`src/rtl/wfb_pkg.sv`:
```
package wfb_pkg;

    localparam int unsigned CNT_W_DEF = 4;

    typedef struct packed {
        logic cpu_flush;
        logic pci_flush;
        logic retry_all;
    } wfb_cfg_t;

    typedef struct packed {
        logic wait_st;
        logic retry;
    } cpu_resp_t;

    typedef enum logic [1:0] {
        CNT_HOLD = 2'b00,
        CNT_UP   = 2'b01,
        CNT_DOWN = 2'b10
    } cnt_op_e;

    function automatic cnt_op_e cnt_op(input logic inc, input logic dec);
        if (inc && !dec) return CNT_UP;
        if (dec && !inc) return CNT_DOWN;
        return CNT_HOLD;
    endfunction

endpackage

```
`src/rtl/wfb_pend_cnt.sv`:
```
module wfb_pend_cnt
    import wfb_pkg::*;
#(
    parameter int unsigned CNT_W = CNT_W_DEF
) (
    input  logic             clk,
    input  logic             rst,
    input  logic             commit_i,
    input  logic             done_i,
    output logic [CNT_W-1:0] cnt_o,
    output logic             busy_o
);
    localparam logic [CNT_W-1:0] CNT_MAX = {CNT_W{1'b1}};
    localparam logic [CNT_W-1:0] CNT_ONE = CNT_W'(1);

    logic [CNT_W-1:0] cnt_q;
    cnt_op_e          op;

    assign op = cnt_op(commit_i, done_i);

    always_ff @(posedge clk) begin
        if (rst) begin
            cnt_q <= '0;
        end else begin
            unique case (op)
                CNT_UP:   if (cnt_q != CNT_MAX) cnt_q <= cnt_q + CNT_ONE;
                CNT_DOWN: if (cnt_q != '0)      cnt_q <= cnt_q - CNT_ONE;
                default:  cnt_q <= cnt_q;
            endcase
        end
    end

    assign cnt_o  = cnt_q;
    assign busy_o = (cnt_q != '0);

    AST_NO_OVERFLOW: assert property (@(posedge clk) disable iff (rst)
        (commit_i && !done_i) |-> (cnt_q != CNT_MAX));
    AST_NO_UNDERFLOW: assert property (@(posedge clk) disable iff (rst)
        (done_i && !commit_i) |-> (cnt_q != '0));
    AST_CNT_INC: assert property (@(posedge clk) disable iff (rst)
        (commit_i && !done_i) |=> (cnt_q == $past(cnt_q) + CNT_ONE));
    AST_CNT_BOTH_HOLD: assert property (@(posedge clk) disable iff (rst)
        (commit_i && done_i) |=> $stable(cnt_q));

endmodule

```
`src/rtl/wfb_cpu_path.sv`:
```
module wfb_cpu_path
    import wfb_pkg::*;
(
    input  logic      clk,
    input  logic      rst,
    input  wfb_cfg_t  cfg_i,
    input  logic      rd_req_i,
    input  logic      p2x_empty_i,
    input  logic      pend_busy_i,
    output cpu_resp_t resp_o
);
    cpu_resp_t resp_d, resp_q;
    logic      must_retry;
    logic      must_stall;

    always_comb begin
        must_retry     = cfg_i.retry_all & pend_busy_i;
        must_stall     = cfg_i.cpu_flush & (~p2x_empty_i | pend_busy_i);
        resp_d.retry   = rd_req_i & must_retry;
        resp_d.wait_st = rd_req_i & must_stall & ~must_retry;
    end

    always_ff @(posedge clk) begin
        if (rst) resp_q <= '0;
        else     resp_q <= resp_d;
    end

    assign resp_o = resp_q;

    AST_RETRY_OVER_WAIT: assert property (@(posedge clk) disable iff (rst)
        !(resp_q.wait_st && resp_q.retry));
    AST_CPU_QUIET_OFF: assert property (@(posedge clk) disable iff (rst)
        (!cfg_i.cpu_flush && !cfg_i.retry_all) |=> (resp_q == '0));
    AST_CPU_IDLE_NO_REQ: assert property (@(posedge clk) disable iff (rst)
        !rd_req_i |=> (resp_q == '0));

endmodule

```
`src/rtl/wfb_pci_path.sv`:
```
module wfb_pci_path
    import wfb_pkg::*;
(
    input  logic     clk,
    input  logic     rst,
    input  wfb_cfg_t cfg_i,
    input  logic     rd_req_i,
    input  logic     p2x_empty_i,
    output logic     retry_o
);
    logic retry_q;
    logic retry_d;

    always_comb begin
        retry_d = cfg_i.pci_flush & ~p2x_empty_i & (rd_req_i | retry_q);
    end

    always_ff @(posedge clk) begin
        if (rst) retry_q <= 1'b0;
        else     retry_q <= retry_d;
    end

    assign retry_o = retry_q;

    AST_PCI_HOLD: assert property (@(posedge clk) disable iff (rst)
        (retry_q && cfg_i.pci_flush && !p2x_empty_i) |=> retry_q);
    AST_PCI_RELEASE: assert property (@(posedge clk) disable iff (rst)
        p2x_empty_i |=> !retry_q);
    AST_PCI_OFF: assert property (@(posedge clk) disable iff (rst)
        !cfg_i.pci_flush |=> !retry_q);

endmodule

```
`src/rtl/wfb_order_ctrl.sv`:
```
module wfb_order_ctrl
    import wfb_pkg::*;
#(
    parameter int unsigned CNT_W = CNT_W_DEF
) (
    input  logic             clk,
    input  logic             rst,
    input  logic             cfg_cpu_flush,
    input  logic             cfg_pci_flush,
    input  logic             cfg_retry_all,
    input  logic             cpu_rd_req,
    input  logic             pci_rd_req,
    input  logic             p2x_empty,
    input  logic             slv_commit,
    input  logic             wr_done,
    output logic             cpu_wait,
    output logic             cpu_retry,
    output logic             pci_retry,
    output logic [CNT_W-1:0] pend_cnt
);
    wfb_cfg_t  cfg;
    cpu_resp_t cpu_resp;
    logic      pend_busy;

    assign cfg.cpu_flush = cfg_cpu_flush;
    assign cfg.pci_flush = cfg_pci_flush;
    assign cfg.retry_all = cfg_retry_all;

    wfb_pend_cnt #(.CNT_W(CNT_W)) u_cnt (
        .clk      (clk),
        .rst      (rst),
        .commit_i (slv_commit),
        .done_i   (wr_done),
        .cnt_o    (pend_cnt),
        .busy_o   (pend_busy)
    );

    wfb_cpu_path u_cpu (
        .clk         (clk),
        .rst         (rst),
        .cfg_i       (cfg),
        .rd_req_i    (cpu_rd_req),
        .p2x_empty_i (p2x_empty),
        .pend_busy_i (pend_busy),
        .resp_o      (cpu_resp)
    );

    wfb_pci_path u_pci (
        .clk         (clk),
        .rst         (rst),
        .cfg_i       (cfg),
        .rd_req_i    (pci_rd_req),
        .p2x_empty_i (p2x_empty),
        .retry_o     (pci_retry)
    );

    assign cpu_wait  = cpu_resp.wait_st;
    assign cpu_retry = cpu_resp.retry;

    AST_CPU_IGNORES_PCI_EN: assert property (@(posedge clk) disable iff (rst)
        (!cfg_cpu_flush && !cfg_retry_all && cfg_pci_flush) |=> (!cpu_wait && !cpu_retry));
    AST_PCI_IGNORES_CPU_EN: assert property (@(posedge clk) disable iff (rst)
        !cfg_pci_flush |=> !pci_retry);

endmodule

```
`config.mk`:
```
export PLATFORM = sky130hd
export DESIGN_NAME = wfb_order_ctrl
export DESIGN_NICKNAME = d
export VERILOG_FILES = /design/src/rtl/wfb_pkg.sv /design/src/rtl/wfb_pend_cnt.sv /design/src/rtl/wfb_cpu_path.sv /design/src/rtl/wfb_pci_path.sv /design/src/rtl/wfb_order_ctrl.sv
export SDC_FILE = /design/constraint.sdc
export NUM_CORES = 1
export LEC_CHECK = 0
export BUFFER_PORTS_ARGS = -buffer_cell sky130_fd_sc_hd__buf_2
export CAP_MARGIN = 20
export CORE_MARGIN = 3
export CORE_UTILIZATION = 25
export DETAILED_ROUTE_END_ITERATION = 8
export PLACE_DENSITY_LB_ADDON = 0.25
export REMOVE_ABC_BUFFERS = 1
export SETUP_SLACK_MARGIN = 0.5
export SLEW_MARGIN = 40
export SYNTH_ARGS = -nofsm -noshare
export SYNTH_HDL_FRONTEND = slang
export SYNTH_SLANG_ARGS = --single-unit
```
`constraint.sdc`:
```
create_clock -name clk -period 2.2 [get_ports clk]
set_input_delay 0.22 -clock clk [delete_from_list [all_inputs] [get_ports clk]]
set_output_delay 0.22 -clock clk [all_outputs]
set_load 0.05 [all_outputs]
```
### After elaboration in Yosys (flattened, before gate mapping)

Index checks and enable logic that the tools add are counted.

* word-level logic and storage cells: 39
* input bits: 10
* flip-flop bits (word level): 7
* output and inout port bits: 7

* multiplexer cells: 10
* reduce and logical (&&, ||, !) cells: 7
* eq/ne operators: 5
* bitwise operators: 11
* add/sub/neg operators: 2

Operators by type and width (number)
* $mux 2: 4
* $mux 4: 2
* $pmux 4 s2: 1
* $and 1x1->1: 7
* $add 4x1->4 const B: 1
* $ne 2x1->1 const B: 2
* $ne 4x4->1 const B: 1
* $reduce_bool 4->1: 1
* $sub 4x1->4 const B: 1
* $mux 1: 3
* $reduce_and 3->1: 1
* $eq 2x1->1 const B: 1
* $eq 2x2->1 const B: 1
* $logic_and 1x1->1: 2
* $logic_not 1->1: 2
* $not 1->1: 2
* $or 1x1->1: 2
* $reduce_bool 2->1: 1

### Longest topological paths before layout

Gate-level depths: netlist of the first run.

* depth in word-level cells: 9
* depth in mapped cells: 9
* mapped depth without buffers: 8

### Hierarchy

A second synthesis of the first run with hierarchy kept.

* cell total of the unflattened synthesis: 39
* area total of the unflattened synthesis: 392.9 um^2

Modules (own cells, without submodules)
* wfb_pend_cnt: area each 282.8 um^2, cells an instance 31, instances 1
* wfb_cpu_path: area each 71.3 um^2, cells an instance 5, instances 1
* wfb_pci_path: area each 38.8 um^2, cells an instance 3, instances 1

### Worst setup path after synthesis of the first run

Ideal clock, no wire load.

* kind: flip-flop to flip-flop
* start: reg u_cnt.cnt_q[1] (netlist: u_cnt.cnt_o[1])
* end: reg u_cnt.cnt_q[3] (netlist: u_cnt.cnt_o[3])
* slack: 381 ps
* path buffers: 0
* setup time: 121 ps
* arrival: 1697 ps
* cell stages (with the launch flop): 5
* cells stage by stage: dfxtp_1 -> nor4_4 -> a221oi_4 -> o31ai_2 -> mux2_4

* longest elaborated chain between the ends: 3
* elaborated cells between the ends (all ways): 10

RTL lines
* start: declaration: RTL line wfb_pend_cnt.sv:16 `logic [CNT_W-1:0] cnt_q;`
* start signal: assignment: RTL line wfb_pend_cnt.sv:26 `CNT_UP: if (cnt_q != CNT_MAX) cnt_q <= cnt_q + CNT_ONE;`
* start signal: assignment: RTL line wfb_pend_cnt.sv:27 `CNT_DOWN: if (cnt_q != '0) cnt_q <= cnt_q - CNT_ONE;`
* start signal: assignment: RTL line wfb_pend_cnt.sv:28 `default: cnt_q <= cnt_q;`
* $sub 4x1->4, or another cell as far along: RTL line wfb_pend_cnt.sv:27
* $mux 4, or another cell as far along: RTL line wfb_pend_cnt.sv:27
* $pmux 4 s2 or $reduce_and 3->1 (tied branches)

Several ways; a longest one is shown, not always the timed one. The select of a mux whose other input is x is not followed.
A chain may end at the register's enable or synchronous reset.

### Worst setup path in the final report of the first run

Same ends and word-level chain as after synthesis.

==> results of run 1 <==
## synthesized netlist by cell type
| master | instances |
|---|---|
| sky130_fd_sc_hd__nor2b_1 | 1 |
| sky130_fd_sc_hd__nor2_1 | 5 |
| sky130_fd_sc_hd__nor4_4 | 1 |
| sky130_fd_sc_hd__dfxtp_1 | 7 |
| sky130_fd_sc_hd__xnor2_1 | 1 |
| sky130_fd_sc_hd__and4bb_2 | 1 |
| sky130_fd_sc_hd__inv_1 | 2 |
| sky130_fd_sc_hd__nor3b_1 | 2 |
| sky130_fd_sc_hd__mux2_4 | 1 |
| sky130_fd_sc_hd__nor4b_1 | 1 |
| sky130_fd_sc_hd__and3_2 | 1 |
| sky130_fd_sc_hd__xor2_1 | 1 |
| sky130_fd_sc_hd__a211oi_1 | 2 |
| sky130_fd_sc_hd__and2_1 | 1 |
| sky130_fd_sc_hd__nand2b_1 | 2 |
| sky130_fd_sc_hd__nand3b_1 | 1 |
| sky130_fd_sc_hd__and4b_1 | 1 |
| sky130_fd_sc_hd__clkbuf_1 | 2 |
| sky130_fd_sc_hd__mux2i_1 | 2 |
| sky130_fd_sc_hd__o31ai_2 | 1 |
| sky130_fd_sc_hd__ha_1 | 4 |
| sky130_fd_sc_hd__a21oi_1 | 3 |
| sky130_fd_sc_hd__a221oi_4 | 1 |
| sky130_fd_sc_hd__a31o_2 | 1 |
## metrics by stage
stage          setup WS, ps  util (%)
6_report                630      36.6
5_1_grt                 519      36.6
4_1_cts                 611      36.6
3_5_place_dp            388      35.0
3_3_place_gp            431      35.0
2_1_floorplan           381         -
## power groups by stage
| stage | combinational, W | sequential (W) | clock, W |
|---|---|---|---|
| after floorplan | 0.0000825 | 0.000209 | 0 |
| after global placement | 0.000162 | 0.000167 | 0 |
| after detailed placement | 0.000163 | 0.000168 | 0 |
| after CTS | 0.000164 | 0.000165 | 0.000121 |
| after global routing | 0.000177 | 0.000168 | 0.000129 |
| final | 0.000161 | 0.000164 | 0.000114 |
## worst register-to-register path, delay by kind of cell (launching register included)
family             cells  cell delay [ps]
AOI/OAI and AO/OA      2              550
DFF                    1              480
muxes                  1              310
and+or+nand+nor        1              120
## cell type report
| class | count | area (sq um) |
|---|---|---|
| Clock buffer | 4 | 26.3 |
| Fill cell | 190 | 1020 |
| Inverter | 2 | 7.51 |
| Multi-Input combinational cell | 34 | 307 |
| Sequential cell | 7 | 140 |
| Tap cell | 24 | 30.0 |
| Timing Repair Buffer | 16 | 80.1 |
## registers in the layout (all words and copies together) (netlist names)
register / flops
u_pci.retry_o: 1
u_cpu.resp_o: 2
u_cnt.cnt_o: 4
## path summary, 6_finish.rpt
path / from / to / slack (ps) / cells after the start
max: u_cnt.cnt_o[1] / u_cnt.cnt_o[3] / 630 / 4
min: p2x_empty / u_pci.retry_o / 160 / 2
max reg2reg: u_cnt.cnt_o[1] / u_cnt.cnt_o[3] / 630 / 4
min reg2reg: u_pci.retry_o / u_pci.retry_o / 490 / 2
## logic make-up (layout without fill, tap and decap cells)
| family | after synthesis | count (layout) |
|---|---|---|
| buffers and inverters | 4 | 22 |
| flip-flops | 7 | 7 |
| adder cells (fa/ha/maj) | 4 | 4 |
| AND/OR/NAND/NOR | 17 | 17 |
| AO/OA/AOI/OAI | 8 | 8 |
| XOR/XNOR | 2 | 2 |
| multiplexers | 3 | 3 |
## routing by layer
metal / up-vias / share of wire [%]
met5: - / 0
met4: 0 / 1.6
met3: 2 / 3.0
met2: 5 / 49
met1: 170 / 46
li1: 201 / -
==> summary by stage, run 1 <==
Worst setup path
The worst setup path is captured at a flip-flop. The standard cell with the maximum stage delay on the critical path is sky130_fd_sc_hd__dfxtp_1. The signal on the critical path passes through nor4_4 -> a221oi_4 -> o31ai_2 -> mux2_4. The critical-path maximum fanout is 7.

For the worst setup path, the data required time is 2330 ps. The worst setup path is of the reg2reg kind. The category of cells accounting for the largest share of critical-path delay is compound AO/OA/AOI/OAI gates. STA puts the critical path data arrival time at 1710 ps.

The critical path contains buffers and inverters numbering 0 combined. The kind of start point of the critical path is a flip-flop. On the worst path, the slowest cell contributes a delay of 480 ps.

Clock network
No sink is reached through more buffers than the 2 on the longest clock path. At the later pin of the worst-skew pair, clock insertion delay measures 240 ps. The number of buffers inserted for hold repair after clock tree synthesis is 0. Gates resized during post-CTS repair numbered 0.

In this run the number of H-tree levels came out at 1. The root buffer cell is sky130_fd_sc_hd__clkbuf_4. The number of buffers created by CTS is 3. Clock-pin slew was measured on the worst setup and hold paths at 50 ps. In this run the post-CTS setup repair buffer count came out at 0. TritonCTS built the clock tree.

The clock net in this run drives a total of 7 sinks.

Timing
Setup repair after global routing left no endpoint under its margin. The clock skew is 1.17 ps. The normalized max-slew margin is 73.8%. The final clock period utilization by the worst path is 71.4%. For this run, the top clock speed supported by timing is 637 MHz. The count of endpoints failing hold in the final timing report is 0. For the pin with the worst max-slew slack, the measured transition is 390 ps. The count of pins over their slew limit is 0. The final critical path time including I/O delays and setup is 1570 ps. Across all hold checks on the routed design, the worst slack comes to 158 ps.

Setup violations remaining at the end of the flow were counted as 0. The post-route setup TNS is 0 ps.

Floorplanning
The number of primary I/O pins is 17. In this run the horizontal extent of the chip is 49.0 um. The die covers 2400 sq um.

In this run the core area contains 14 standard-cell rows. The core area is 1610 sq um. For this configuration, the core starts out at a cell density of 28.6%.

The die height is 49.0 um.

Cells and area
The number of antenna repair diodes is 0. The library cell used most frequently in the layout, excluding fill and tap cells, is sky130_fd_sc_hd__buf_2. The finished layout holds 87 standard cells, fillers aside.

In the layout the commonest cells are 16 x sky130_fd_sc_hd__buf_2, 7 x sky130_fd_sc_hd__dfxtp_1, 5 x sky130_fd_sc_hd__nor2_1, 4 x sky130_fd_sc_hd__ha_1. At the end of the flow, the number of nets in the layout was 78. The fraction of final layout cells sized beyond drive strength 1 is 41.3%. The finished cells cover 591 sq um.

From synthesis to final layout, the design area changed by 27.9%.

Global route
The global routing met3 resource utilization is 5.50%. The via count of the first global-routing pass is 329. The first global-routing pass estimated 1540 um of wire.

The global route total overflow is 0. met2 is the most crowded layer. The met2 global-route usage is 12.0%.

In the global route stage, overall resource usage came out at 8.54%. The maximum number of pins on one net before global-route repair is 10. The number of antenna violations at the first check in global routing is 0. The fraction of met1 tracks used by global routing is 10.4%.

Synth
For this run, the register share of the synthesized area comes to 30.4%. The area fraction in compound gates after synthesis is 16.8%. After Yosys synthesis, and, or, nand and nor cells account for 27.4% of the synthesized area. The synthesized area is 462 sq um.

The cell count after synthesis came out at 45. The synthesized design contains 7 register bits. The xor and xnor fraction of the mapped netlist area is 3.79%. Counting distinct cell types in the post-synthesis netlist gives 24. The portion of synthesized area spent on multiplexers is 7.59%. The library cell occupying the most area in the post-synthesis netlist is sky130_fd_sc_hd__dfxtp_1.

Yosys attributes the largest share of cell area to sky130_fd_sc_hd__dfxtp_1 30%, sky130_fd_sc_hd__ha_1 11%, sky130_fd_sc_hd__a221oi_4 5.7%, sky130_fd_sc_hd__nor4_4 4.6%, sky130_fd_sc_hd__mux2i_1 4.3%. The average cell area after synthesis is 10.3 sq um. The share of synthesized area in the top cell type comes to 30.4%.

The dominant combinational cell family by area after synthesis is simple AND/OR/NAND/NOR gates. After Yosys synthesis, full adders, half adders and majority gates account for 10.8% of the synthesized area. During synthesis, Yosys emitted a total of 0 warnings.

Route
The routed length per placed instance is 10.1 um. The remaining number of nets flagged by the antenna check after routing is 0. The number of design rule violations left after detail routing is 0.

For this run, the detailed router's first-pass iteration total came to 2. The iteration-0 DRC count of the detailed router is 3. The via count normalized by instance count is 4.34. The total vias in the final route is 378. Summed over all layers, the routed wires come to 880 um.

Placement
Port buffering added 16 buffers. Detailed placement ended at an HPWL of 719 um. Routability-driven placement finished with a final weighted congestion of 0.676. The number of placed instances with taps included is 83. The total cell area at the placement stage is 564 sq um.

Pwr
Combinational logic is responsible for 36.7% of the overall power. Net switching is 37.5% of the power. The internal power of the cells is 0.000274 W. The leakage power summed over all cells is 0.281 nW. IR analysis of the VDD net gives a maximum drop of 0.000340 V. Power comes to 0.000439 W. The power share of the sequential group is 37.5%. The clock share of power is 25.9%. The total power divided by cell area is 743 nW/um^2. Summed over all nets, the switching power comes to 0.000165 W.

Worst hold path
The worst min-delay path category is in2reg.

Outcome
The run finished with clean final reports.

Run
Max-cap violations in this run came to 0.
Power figures use the tool's default switching activity.
==> inputs of run 2 (changes only) <==
- ABC_AREA: not set -> 1
- clock period: 2.2 -> 1.6 ns (I/O delays scaled with it)
==> summary by stage, run 2 <==
Synth
The number of unique standard cell types used by synthesis is 16 (-33%). The yosys synthesis warning count is 0 (unchanged). The synthesized area was 449 sq um (-2.7%). The average cell area after synthesis is 6.91 sq um (-33%).

The xor and xnor fraction of the mapped netlist area is 3.90% (+0.11 points). The library cell occupying the most area in the post-synthesis netlist is sky130_fd_sc_hd__dfxtp_1. The area fraction in compound gates after synthesis is 10.0% (-6.8 points). The most used standard cell by instance count after synthesis is sky130_fd_sc_hd__nand2_1. The number of register bits inferred by synthesis is 7 (unchanged). The instance count of the mapped netlist is 65 (+44%).

Yosys attributes the largest share of cell area to sky130_fd_sc_hd__dfxtp_1 31%, sky130_fd_sc_hd__nand2_1 14%, sky130_fd_sc_hd__ha_1 11%, sky130_fd_sc_hd__inv_1 9.2%, sky130_fd_sc_hd__nor2_1 5.8%. The area fraction of the dominant cell type after synthesis is 31.2% (+0.85 points). Ranked by instance count, the synthesized netlist is headed by 17 x sky130_fd_sc_hd__nand2_1, 11 x sky130_fd_sc_hd__inv_1, 7 x sky130_fd_sc_hd__dfxtp_1, 7 x sky130_fd_sc_hd__nor2_1, 4 x sky130_fd_sc_hd__ha_1.

The number of flops mapped to enable cells by yosys is 0 (unchanged). After synthesis, the largest family of logic cells by area is simple AND/OR/NAND/NOR gates. The mux share of post-synthesis cell area is 0% (-7.6 points). The most used flip-flop cell after synthesis is sky130_fd_sc_hd__dfxtp_1.

The post-synthesis sequential area ratio is 31.2% (+0.85 points). The fraction of the mapped netlist area in adder cells is 11.1% (+0.30 points). The post-synthesis simple-gate area fraction is 34.5% (+7.2 points). The async set-or-reset flop fraction in the synthesized netlist is 0% (unchanged).

Timing
The final critical path time including I/O delays and setup came to 1230 ps (-339 ps). The setup violation total in the final timing report is 0 (unchanged). The final clock period utilization by the worst path was 76.9% (+5.6 points).

The transition at the pin with the smallest max-transition slack is 232 ps (-158 ps). The count of endpoints failing hold in the final timing report is 0 (unchanged). The upper clock frequency limit is 812 MHz (+28%). The clock skew is 0.943 ps (-0.224 ps).

The post-route setup TNS is 0 ps (unchanged). The normalized max-slew margin is 84.4% (+11 points). Setup repair after global routing could not meet its margin everywhere. The count of pins over their slew limit is 0 (unchanged).

Placement
The total cell area at the placement stage is 567 sq um (+0.44%). The number of placed instances with taps included was 106 (+28%). The number of buffer cells added on primary ports is 16 (unchanged). The routability congestion estimate is 0.730 (+8.1%). The sum of net half-perimeters after detailed placement is 832 um (+16%).

Run
The count of max-cap constraint violations is 0 (unchanged).

Route
The remaining number of nets flagged by the antenna check after routing is 0 (unchanged). The via count normalized by instance count is 4.19 (-3.5%). The number of design rule violations left after detail routing came to 0 (unchanged). The routed length per placed instance is 10.3 um (+1.5%).

The overall routed net length is 1160 um (+32%). The total vias in the final route was 474 (+25%). The number of optimization iterations in the first detailed-route pass came to 4 (+2). The iteration-0 DRC count of the detailed router is 6 (+3).

Pwr
The clock share of power is 23.4% (-2.5 points). The power share of the sequential group is 33.8% (-3.7 points). The switching power is 0.000266 W (+62%).

The internal power of the cells is 0.000407 W (+48%). The share of power burned in combinational logic is 42.8% (+6.1 points). The total power divided by cell area is 955 nW/um^2 (+29%).

The switching part of the total power is 39.6% (+2.0 points). The leakage power summed over all cells is 0.358 nW (+27%). The peak supply drop is 0.000408 V (+20%). The total power came to 0.000673 W (+53%).

Worst hold path
The worst min-delay path category is in2reg. The number of instances on the worst hold path is 2 (unchanged).

Cells and area
The final cell count without fillers is 113 (+30%). The flip-flop count of the largest register, all copies and words added was 4 (unchanged). The commonest non-fill, non-tap cell in the layout is sky130_fd_sc_hd__nand2_1. The number of fill cells is 167 (-12%). The signed area change from the synthesized netlist to the final layout is 56.8%. The library cells used most frequently in the layout, excluding fill and tap cells, are 13 x sky130_fd_sc_hd__nand2_1, 12 x sky130_fd_sc_hd__buf_2, 10 x sky130_fd_sc_hd__inv_1, 5 x sky130_fd_sc_hd__nor2_1, 5 x sky130_fd_sc_hd__buf_4. The number of antenna repair diodes came to 0 (unchanged). The fraction of final layout cells sized beyond drive strength 1 is 47.2% (+5.9 points). The fraction of the core area covered by cells at the end of the flow is 44.2% (+7.5 points). The layout net count was 104 (+33%). The total non-filler cell area in the finished layout came to 704 sq um (+19%).

Global route
The global route total overflow is 0 (unchanged). The via count of the first global-routing pass is 437 (+33%). The global-route wire length before repair is 1790 um (+16%). The maximum number of pins on one net before global-route repair is 8 (-2). The number of antenna violations at the first check in global routing is 0 (unchanged).

The overall track demand over capacity in global routing is 9.82% (+1.3 points).

Clock network
The root buffer cell is sky130_fd_sc_hd__clkbuf_4. The register clock-pin slew on the reported worst setup and hold paths is 50 ps (about the same). The clock net sink count is 7 (unchanged).

The number of buffers inserted for hold repair after clock tree synthesis came to 0 (unchanged). The maximum buffer depth of the clock tree is 2 (unchanged). The insertion delay to the later sink of the worst-skew pair is 250 ps (about the same). The number of buffers created by CTS came to 3 (unchanged). TritonCTS built the clock tree.

The count of H-tree levels built during CTS is 1 (unchanged).

Worst setup path
The setup slack of the most critical reg-to-reg path is 370 ps (-260 ps). For this design, the slowest cell found on the critical path is sky130_fd_sc_hd__dfxtp_4. The critical path class is reg2reg. The worst path required time is 1740 ps (-590 ps).

The launch instance of the worst register-to-register path is u_cnt.cnt_o[1]. The cell count of the worst reg-to-reg path was 9 (+5). The highest cell delay on the worst timing path is 370 ps (-110 ps). The signal on the critical path passes through nand2_2 -> inv_2 -> nor2_4 -> ha_4 -> a21oi_2 -> xor2_1 -> nand2_1 -> nand2_1 -> nor2_1. The end of the worst register-to-register path is u_cnt.cnt_o[2].

The critical-path maximum fanout is 3 (-4). The destination of the critical timing path is u_cnt.cnt_o[2]. The type of element capturing the critical path is a flip-flop.

The cell that appears most often on the critical path is sky130_fd_sc_hd__nand2_1. The data arrival at the endpoint of the critical path was 1370 ps (-340 ps). The kind of start point of the critical path is a flip-flop. The launching element of the worst setup path is u_cnt.cnt_o[1].

Floorplanning
The die height is 48.4 um (-1.2%). The die footprint came to 2340 sq um (-2.4%). The starting density of the core was 28.2% (-0.47 points). The core area came to 1590 sq um (-1.1%). The die boundary width was 48.4 um (-1.2%). The number of primary I/O pins came to 17 (unchanged). The site row count is 14 (unchanged).

Outcome
The flow ran to the end, and the final reports show no timing, DRC or antenna violations.
-- run 2: cell count changes in the layout (fill, tap and decap cells not counted), moves of 4 or more --
| cell | change |
|---|---|
| sky130_fd_sc_hd__nor2_4 | +4 |
| sky130_fd_sc_hd__inv_1 | +8 |
| sky130_fd_sc_hd__nand2_2 | +4 |
| sky130_fd_sc_hd__buf_4 | +5 |
| sky130_fd_sc_hd__nand2_1 | +13 |
| sky130_fd_sc_hd__dfxtp_1 | -4 |
| sky130_fd_sc_hd__buf_2 | -4 |
-- run 2: final cells by class --
type                            instances  area [sq um]  share of cell area (%)
Multi-Input combinational cell         47           322                    45.6
Timing Repair Buffer                   20           135                    19.2
Clock buffer                            4          26.3                    3.73
Inverter                               11          41.3                    5.86
Sequential cell                         7           150                    21.3
Tap cell                               24          30.0                    4.26
-- run 2: metal layers --
metal | wire [um] | GRT usage [%] | part of all wire (%)
met2 | 621 | 17.2 | 54
met4 | 12 | 2.84 | 1.0
met5 | 0 | 0 | 0
met3 | 55 | 4.91 | 4.7
met1 | 471 | 10.3 | 41
-- run 2: cell families after synthesis --
family	count (synthesis)
flip-flops	7
adder cells (fa/ha/maj)	4
XOR/XNOR	2
AND/OR/NAND/NOR	34
buffers and inverters	11
AO/OA/AOI/OAI	7
-- run 2: how the worst min path moves through the flow --
stage,start,endpoint,slack [ps]
2_1_floorplan,rst,u_cnt.cnt_o[1],220
3_3_place_gp,rst,u_cnt.cnt_o[1],350
3_5_place_dp,rst,u_cnt.cnt_o[1],350
4_1_cts,rst,u_cnt.cnt_o[1],80
5_1_grt,rst,u_cnt.cnt_o[1],80
6_report,rst,u_cnt.cnt_o[1],80
-- run 2: power by group through the flow --
| stage | registers, W | logic, W | clock network [W] |
|---|---|---|---|
| detailed placement | 0.000219 | 0.000223 | 0 |
| finish | 0.000228 | 0.000288 | 0.000157 |
| CTS | 0.000220 | 0.000250 | 0.000167 |
| floorplan | 0.000280 | 0.000103 | 0 |
| global placement | 0.000219 | 0.000223 | 0 |
| global route | 0.000232 | 0.000319 | 0.000178 |
-- run 2: timing repair --
action / in CTS / in global routing
setup endpoints to repair: 9 / 8
buffers inserted: 1 / 2
pin swaps: 5 / 8
gates resized for setup: 18 / 12
-- run 2: per-stage QoR --
step | hold WS, ps | worst slack [ps]
floorplan | 222 | -8.51
global placement | 351 | 99.3
detailed placement | 349 | 83.1
CTS | 76.4 | 392
global route | 84.1 | 290
finish | 81.9 | 369
-- run 2: worst max-delay path: cells and delay by family, from the launching register on --
family | cells | cell delay, ps
compound gates | 1 | 130
xor+xnor | 1 | 150
fa+ha+maj | 1 | 150
buf+inv | 1 | 70
flops | 1 | 370
simple gates | 5 | 250
==> inputs of run 3 (changes only) <==
- ABC_AREA: 1 -> 0
- clock period: 1.6 -> 1.01 ns (I/O delays scaled with it)
==> summary by stage, run 3 (same netlist as run 1, synthesis figures left out) <==
Global route
The global route total overflow is 0 (unchanged). The maximum number of pins on one net before global-route repair is 10 (+2). The overall track demand over capacity in global routing is 10.5% (+0.64 points). The global-route wire length before repair came to 1860 um (+3.9%).

The via count of the first global-routing pass is 431 (-1.4%). The number of antenna violations at the first check in global routing is 0 (unchanged).

Worst hold path
The worst min-delay path category is in2reg.

Route
The total vias in the final route is 432 (-8.9%). The routed length per placed instance is 11.8 um (+15%). The number of optimization iterations in the first detailed-route pass is 2 (-2).

The remaining number of nets flagged by the antenna check after routing is 0 (unchanged). The number of design rule violations left after detail routing was 0 (unchanged). The iteration-0 DRC count of the detailed router is 8 (+2). The via count normalized by instance count was 4.45 (+6.2%).

The overall routed net length is 1150 um (-1.1%).

Clock network
The clock net sink count is 7 (unchanged). The CTS tree is yes. The root buffer cell chosen for the clock tree is sky130_fd_sc_hd__clkbuf_4. The insertion delay to the later sink of the worst-skew pair was 250 ps (about the same). The number of buffers created by CTS is 3 (unchanged). The count of H-tree levels built during CTS is 1 (unchanged). The maximum buffer depth of the clock tree is 2 (unchanged). The register clock-pin slew on the reported worst setup and hold paths is 50 ps (about the same). The number of buffers inserted for hold repair after clock tree synthesis is 0 (unchanged).

Worst setup path
The data arrival at the endpoint of the critical path is 1530 ps (+160 ps). The type of element capturing the critical path is a flip-flop. The worst path required time came to 1150 ps (-590 ps). The critical-path maximum fanout is 4 (+1).

The kind of start point of the critical path is a flip-flop. The critical path class is reg2reg.

Timing
The worst hold slack across all endpoints is 41.3 ps (-40.5 ps). The final clock period utilization by the worst path is 137% (+60 points). The normalized max-slew margin is 80.7% (-3.7 points). Setup repair after global routing could not meet its margin everywhere. The post-route setup TNS is -1840 ps (-1840 ps). The clock skew is 0.289 ps (-0.654 ps). The count of endpoints failing hold in the final timing report was 0 (unchanged). The final critical-path setup slack came to -376 ps (-745 ps). The count of pins over their slew limit was 0 (unchanged). The upper clock frequency limit came to 722 MHz (-11%).

The setup violation total in the final timing report is 6 (+6). The transition at the pin with the smallest max-transition slack came to 287 ps (+55.4 ps). The final critical path time including I/O delays and setup is 1390 ps (+155 ps).

Pwr
The leakage power summed over all cells is 0.357 nW (-0.27%). The total power divided by cell area was 1450 nW/um^2 (+52%). The peak supply drop is 0.000768 V (+88%).

Placement
The routability congestion estimate is 0.686 (-6.0%). The number of buffer cells added on primary ports is 16 (unchanged). The sum of net half-perimeters after detailed placement is 817 um (-1.9%). The worst setup timing slack at the placement stage came to -551 ps (-634 ps).

Cells and area
The commonest non-fill, non-tap cell in the layout is sky130_fd_sc_hd__buf_2. The number of fill cells is 151 (-9.6%). The flip-flop count of the largest register, all copies and words added is 4 (unchanged).

The number of antenna repair diodes is 0 (unchanged). The layout net count came to 88 (-15%). The fraction of final layout cells sized beyond drive strength 1 is 69.9% (+23 points). The library cells used most frequently in the layout, excluding fill and tap cells, are 9 x sky130_fd_sc_hd__buf_2, 6 x sky130_fd_sc_hd__buf_8, 6 x sky130_fd_sc_hd__buf_4, 5 x sky130_fd_sc_hd__buf_6, 5 x sky130_fd_sc_hd__dfxtp_4. The signed area change from the synthesized netlist to the final layout is 76.2%.

Floorplanning
The number of primary I/O pins is 17 (unchanged). The die footprint was 2400 sq um (+2.5%). The site row count came to 14 (unchanged).

The die boundary width came to 49.0 um (+1.2%). The starting density of the core is 28.6% (+0.47 points). The die height is 49.0 um (+1.2%). The core area is 1610 sq um (+1.1%).

Run
The count of max-cap constraint violations is 0 (unchanged).

Outcome
The final reports fail on negative setup slack. The run finished, with violations left.
run 3: cell types whose count changed in the layout (fill, tap and decap cells not counted), moves of 3 or more:
cell                      before  now
sky130_fd_sc_hd__buf_2        12    9
sky130_fd_sc_hd__nand3_1       3    0
sky130_fd_sc_hd__dfxtp_1       3    0
sky130_fd_sc_hd__dfxtp_4       2    5
sky130_fd_sc_hd__buf_8         1    6
sky130_fd_sc_hd__nand2_2       4    0
sky130_fd_sc_hd__nand2_1      13    0
sky130_fd_sc_hd__inv_1        10    2
sky130_fd_sc_hd__nor2_4        4    1
sky130_fd_sc_hd__buf_6         2    5
run 3: cell type report:
cell class,instances,area (sq um),share of cell area [%]
Clock buffer,4,26.3,3.23
Inverter,2,7.51,0.923
Multi-Input combinational cell,34,352,43.2
Sequential cell,7,161,19.8
Tap cell,24,30.0,3.69
Timing Repair Buffer,26,236,29.1
run 3: critical path: stages (launching register included):
cell	delay, ps
sky130_fd_sc_hd__dfxtp_4	360
sky130_fd_sc_hd__and3_4	180
sky130_fd_sc_hd__a221oi_4	290
sky130_fd_sc_hd__o31ai_2	130
sky130_fd_sc_hd__mux2_4	300
run 3: path summary, 6_finish.rpt:
kind	startpoint	to	slack, ps	cells past startpoint
max	u_cnt.cnt_o[1]	u_cnt.cnt_o[3]	-380	4
min	p2x_empty	u_pci.retry_o	40	2
max reg2reg	u_cnt.cnt_o[1]	u_cnt.cnt_o[3]	-380	4
min reg2reg	u_pci.retry_o	u_pci.retry_o	540	2
run 3: layer usage:
layer / part of all wire, % / track usage (%) / vias to the layer above
met4: 1.2 / 2.84 / 0
met1: 43 / 11.4 / 201
met2: 51 / 17.0 / 9
met3: 5.0 / 6.42 / 2
li1: - / - / 220
met5: 0 / 0 / -
run 3: per-stage QoR:
step / util (%) / std cells / instance area (sq um) / total power, W
finish: 50.5 / 97 / 813 / 0.00118
detailed placement: 39.2 / 92 / 632 / 0.000789
global placement: 39.2 / 92 / 632 / 0.000786
global route: 50.5 / 97 / 813 / 0.00125
CTS: 46.9 / 97 / 756 / 0.00113
floorplan: - / 43 / 454 / 0.000636
run 3: timing repair:
item	CTS	global route
buffers inserted	1	0
endpoints found under the setup margin	14	14
pin swaps	7	7
gates resized for setup	31	17
run 3: power by group:
group	internal [W]	switching [W]
clock	0.000151	0.000104
combinational	0.000286	0.000277
sequential	0.000313	0.0000494
total	0.000749	0.000430
